## src/rtl/rev_shift_pkg.sv

```systemverilog
package rev_shift_pkg;

  typedef enum logic [2:0] {
    OP_SRL  = 3'b000,
    OP_SRA  = 3'b001,
    OP_ROR0 = 3'b010,
    OP_ROR1 = 3'b011,
    OP_SLL  = 3'b100,
    OP_SLA  = 3'b101,
    OP_ROL0 = 3'b110,
    OP_ROL1 = 3'b111
  } shiftOpT;

  // strobes from the decoder to the datapath
  typedef struct packed {
    logic mirror;    // reverse data into and out of the right core
    logic wrap;      // stages take wrapped low bits instead of fill
    logic signFill;  // fill with operand MSB (right arithmetic only)
    logic keepSign;  // force result MSB to operand MSB (left arithmetic)
  } shiftCtrlT;

endpackage

```

## src/rtl/rev_shift_ctrl.sv

```systemverilog
module rev_shift_ctrl
  import rev_shift_pkg::*;
(
  input  logic [2:0] op,
  output shiftCtrlT  ctrl
);

  always_comb begin
    ctrl = '0;
    unique case (shiftOpT'(op))
      OP_SRL:           ctrl = '0;
      OP_SRA:           ctrl.signFill = 1'b1;
      OP_ROR0, OP_ROR1: ctrl.wrap = 1'b1;
      OP_SLL:           ctrl.mirror = 1'b1;
      OP_SLA: begin
        ctrl.mirror   = 1'b1;
        ctrl.keepSign = 1'b1;
      end
      OP_ROL0, OP_ROL1: begin
        ctrl.mirror = 1'b1;
        ctrl.wrap   = 1'b1;
      end
      default:          ctrl = '0;
    endcase
  end

  // the two arithmetic strobes never appear together, and neither with wrap
  always_comb begin
    a_r1_arith_strobes_exclusive: assert ($onehot0({ctrl.signFill, ctrl.keepSign}));
    a_r1_wrap_not_arith: assert (!(ctrl.wrap && (ctrl.signFill || ctrl.keepSign)));
  end

endmodule

```

## src/rtl/rev_shift_datapath.sv

```systemverilog
module rev_shift_datapath
  import rev_shift_pkg::*;
#(
  parameter int N = 32,
  localparam int AW = $clog2(N)
) (
  input  logic [N-1:0]  opnd,
  input  logic [AW-1:0] amt,
  input  shiftCtrlT     ctrl,
  output logic [N-1:0]  res
);

  logic [N-1:0]       opndRev;
  logic [N-1:0]       coreIn;
  logic [AW:0][N-1:0] stg;
  logic [N-1:0]       coreRev;
  logic [N-1:0]       preFix;
  logic               fillBit;

  // input mirror row
  for (genvar i = 0; i < N; i++) begin : g_inRev
    assign opndRev[i] = opnd[N-1-i];
  end
  assign coreIn  = ctrl.mirror ? opndRev : opnd;
  assign fillBit = ctrl.signFill ? opnd[N-1] : 1'b0;
  assign stg[0]  = coreIn;

  // logarithmic right core: stage k moves by 2**k when amt[k] is set
  for (genvar k = 0; k < AW; k++) begin : g_stage
    localparam int D = 1 << k;
    for (genvar i = 0; i < N; i++) begin : g_bit
      logic moved;
      if (i < N - D) begin : g_inner
        assign moved = stg[k][i+D];
      end else begin : g_top
        assign moved = ctrl.wrap ? stg[k][i+D-N] : fillBit;
      end
      assign stg[k+1][i] = amt[k] ? moved : stg[k][i];
    end
  end

  // output mirror row
  for (genvar i = 0; i < N; i++) begin : g_outRev
    assign coreRev[i] = stg[AW][N-1-i];
  end
  assign preFix = ctrl.mirror ? coreRev : stg[AW];
  assign res    = {ctrl.keepSign ? opnd[N-1] : preFix[N-1], preFix[N-2:0]};

  always_comb begin
    // zero distance is identity for every code
    a_r8_zero_amount_identity: assert (amt != '0 || res == opnd);
    // rotation preserves the number of ones
    a_r4_rotate_keeps_ones: assert (!ctrl.wrap || $countones(res) == $countones(opnd));
    // right arithmetic keeps the sign at the top
    a_r3_sra_sign_top: assert (!ctrl.signFill || res[N-1] == opnd[N-1]);
    // left arithmetic keeps the sign at the top
    a_r6_sla_sign_top: assert (!ctrl.keepSign || res[N-1] == opnd[N-1]);
    // a nonzero logical right shift clears the MSB
    a_r2_srl_top_clear: assert (ctrl.mirror || ctrl.wrap || ctrl.signFill ||
                                amt == '0 || res[N-1] == 1'b0);
    // a nonzero logical left shift clears the LSB
    a_r5_sll_bottom_clear: assert (!ctrl.mirror || ctrl.wrap || amt == '0 ||
                                   res[0] == 1'b0);
  end

endmodule

```

## src/rtl/rev_barrel_shifter.sv

```systemverilog
module rev_barrel_shifter
  import rev_shift_pkg::*;
#(
  parameter int N = 32,
  localparam int AW = $clog2(N)
) (
  input  logic [N-1:0]  opnd,
  input  logic [AW-1:0] amt,
  input  logic [2:0]    op,
  output logic [N-1:0]  res
);

  shiftCtrlT ctrl;

  // width must be a power of two, at least 2
  initial begin
    a_r1_width_pow2: assert (N >= 2 && (1 << AW) == N);
  end

  rev_shift_ctrl i_ctrl (
    .op   (op),
    .ctrl (ctrl)
  );

  rev_shift_datapath #(.N(N)) i_dp (
    .opnd (opnd),
    .amt  (amt),
    .ctrl (ctrl),
    .res  (res)
  );

  // all-zero inputs give a zero result
  always_comb begin
    a_r9_zero_in_zero_out: assert (!(opnd == '0 && amt == '0 && op == 3'b000) || res == '0);
  end

endmodule

```

## config.mk

```make
export PLATFORM = sky130hd
export DESIGN_NAME = rev_barrel_shifter
export DESIGN_NICKNAME = d
export VERILOG_FILES = /design/src/rtl/rev_shift_pkg.sv /design/src/rtl/rev_shift_ctrl.sv /design/src/rtl/rev_shift_datapath.sv /design/src/rtl/rev_barrel_shifter.sv
export SDC_FILE = /design/constraint.sdc
export NUM_CORES = 1
export LEC_CHECK = 0
export ABC_AREA = 1
export BUFFER_PORTS_ARGS = -buffer_cell sky130_fd_sc_hd__buf_2
export CORE_UTILIZATION = 40
export DETAILED_ROUTE_END_ITERATION = 12
export MAX_ROUTING_LAYER = met4
export PLACE_DENSITY = 0.67
export SYNTH_ARGS = -nofsm -noshare
export SYNTH_HDL_FRONTEND = slang
export SYNTH_SLANG_ARGS = --single-unit
```

## constraint.sdc

```tcl
create_clock -name vclk -period 1.9
set_input_delay 0.095 -clock vclk [all_inputs]
set_output_delay 0.095 -clock vclk [all_outputs]
set_load 0.02 [all_outputs]
```

==> results.md <==
Run status:
- The flow ran to the end, and the final reports show no timing, DRC or antenna violations.

Pwr:
- The switching share of power is 0.659.
- The internal power of the cells totals 0.000423 W.
- The maximum ir drop on the vdd rail is approximately 150 uV.
- The leakage dissipation is approximately 1.9 nW.
- The analysis attributes to net switching a power of about 0.00082 W.
- The proportion of power drawn by the clock network is 0.
- Of the total power, combinational logic draws 1.000.
- Dividing total power by cell area gives a power density of around 360 nW/um^2.
- The share of total power in sequential cells is 0.

STA:
- The transition time of the tightest slew-check pin is 0.391 ns.
- Setup violations remaining at the end of the flow were counted as 0.
- The highest achievable clock rate is 0.564 GHz.
- Measured against its own limit, the worst slew margin works out to 0.739.
- The setup slack after layout is about 0.13 ns.
- Hold timing on the final database bottoms out at a slack of roughly 0.75 ns.
- In the finished design, the share of the clock period the worst path needs comes to 0.933.
- The final count of pins violating max slew came to 0.
- The post-layout minimum cycle time is about 1.8 ns.
- The hold violation count in the final report is 0.

Finish:
- The top cell types in the final layout, fill and taps aside, are nand3_1, nand2_1, buf_2.
- The layout sequential cell count is 0.
- The fraction of final layout cells sized beyond drive strength 1 is 0.182.
- Measured on the finished design, the core utilization comes to 0.506.
- For this run, the post-layout net count is between 700 and 800.
- The clock buffer count in the final layout is 0.
- The filler cells instantiated in the layout total 751.
- The count of inserted antenna diode cells is 0.
- From synthesis to final layout, the design area changed by 22.3%.
- The most common cell after layout, fill and taps aside is nand3_1.
- The sequential cell area in the final layout is 0 sq um.
- Summing all multi-input logic gate instances after layout gives between 2000 and 3000 sq um.

Route:
- The initial DRC count is 383.
- The detailed-route vias per instance is 5.81.
- The detailed-routing iteration count for the pre-antenna-repair pass is 7.
- The number of remaining DRC errors is 0.
- The count of antenna-violating nets left after detailed routing is 0.
- The final route contains 4459 vias.
- For this block, the routed nets add up to approximately 11000 um of wire.
- After detailed routing, the average wire length per cell comes to 14.3 um.

Synth:
- After synthesis, the cell types taking the most area are nand3_1, nand2_1, buf_2.
- Counting every net in the synthesized netlist gives around 660.
- Synthesis produced a netlist whose cell count is between 600 and 700.
- The netlist area before placement is around 2800 sq um.
- The sequential-to-total area share from yosys stat is 0.
- In this run, distinct cell masters in the synthesized netlist total 15.
- The cell type with the highest aggregate area in the netlist is nand3_1.
- The area fraction of the dominant cell type after synthesis is 0.500.
- The mean area per synthesized cell is approximately 4.5 sq um.
- The synthesis warning total is 0.

Critical path:
- STA classifies the critical path endpoint as a primary output.
- The startpoint kind of the worst setup timing path is an input pin.
- Along the worst path, the maximum fanout reaches 8.
- The setup path with the least slack is of type in -> out.
- At the worst endpoint, the arrival time is about 1.7 ns.
- In this run the worst setup path begins at op[2].
- The required time reported for the critical path endpoint is ~1.8 ns.

Flow run:
- The max-cap check violation count is 0.

Global route:
- The wire length of the first global-routing pass is between 15000 and 20000 um.
- The number of antenna violations at the first check in global routing is 0.
- The pin count of the biggest net entering global routing is 33.
- In the global route stage, overall resource usage came out at 0.292.
- After global routing the overflow that remains totals 0.
- The number of global-route vias before repair is between 3000 and 4000.

Placed design:
- The estimated wirelength of the detail-placed design is 8320 um.
- The final estimated routing congestion in global placement is slightly above 1.
- The quantity of I/O buffers inserted on ports is slightly above 70.
- The setup slack at placement is ~0.1 ns.

Floorplan:
- The height of the chip is between 80 and 90 um.
- During I/O placement, the number of pins put on the boundary was 72.
- The starting utilization of the core area is 0.414.
- The number of placement rows is 30.
- The core region is between 6000 and 7000 sq um.
- The area of the die is ~7400 sq um.
- The die width is around 86 um.

Hold path:
- The classification of the worst-slack hold path is in -> out.
- In this run the most critical hold path is launched from opnd[31].
[through the flow]
| step | instances | TNS [ns] | instance area, sq um | power, W |
|---|---|---|---|---|
| finish | 768 | 0 | 3440 | 0.00124 |
| floorplan | 622 | 0 | 2810 | 0.000841 |
| detailed placement | 763 | 0 | 3260 | 0.00117 |
| global placement | 763 | 0 | 3260 | 0.00115 |
| global route | 768 | -0.00604 | 3440 | 0.00137 |
| CTS | 763 | 0 | 3260 | 0.00117 |
[final timing paths]
check	cells after the start	slack, ns	end
setup / recovery	14	0.13	res[18]
hold / removal	6	0.75	res[31]
[area by class of cell]
| type | instances | area share |
|---|---|---|
| timing repair buffer | 97 | 0.198 |
| tap | 96 | 0.0349 |
| multi-input combinational | 562 | 0.750 |
| inverter | 13 | 0.0164 |
[synth_stat cells]
cell type / instances
nand2_1: 252
buf_4: 2
buf_6: 4
nand3_1: 281
o21ai_1: 17
inv_1: 9
inv_2: 4
buf_1: 10
o21ai_2: 3
clkbuf_1: 11
nor2_1: 1
buf_2: 20
o211ai_1: 4
nand2_2: 1
nor2_2: 3
[logic make-up after synthesis]
| kind of cell | Yosys count | synth area share |
|---|---|---|
| compound gates | 24 | 0.0503 |
| buf+inv | 60 | 0.102 |
| simple gates | 538 | 0.847 |
[critical path: stages]
cell	delay (ns)
buf_4	0.16
buf_6	0.15
nor2_2	0.13
nand2_2	0.12
nand3_1	0.15
nand3_1	0.10
nand3_1	0.12
nand2_1	0.07
nand2_1	0.05
nand2_1	0.09
o21ai_2	0.13
nand2_1	0.07
nand2_1	0.07
buf_2	0.16
[routing by layer]
metal,GRT usage,up-vias,share of wire,wire length (um)
met5,-,-,0,0
met4,0.0636,0,0.027,294
met3,0.0164,31,0.072,793
met2,0.516,209,0.48,5250
met1,0.365,1997,0.42,4620
li1,-,2222,-,-
[power groups by stage]
stage,clock network [W],registers [W],logic [W]
floorplan,0,0,0.000841
global placement,0,0,0.00115
detailed placement,0,0,0.00117
CTS,0,0,0.00117
global route,0,0,0.00137
finish,0,0,0.00124
[timing repair]
| action | in CTS | in global routing |
|---|---|---|
| setup buffers | 0 | 3 |
| gates resized for setup | 0 | 27 |
| setup endpoints to repair | 0 | 32 |
| hold buffers | 0 | 0 |
(Power assumes the default switching activity.)
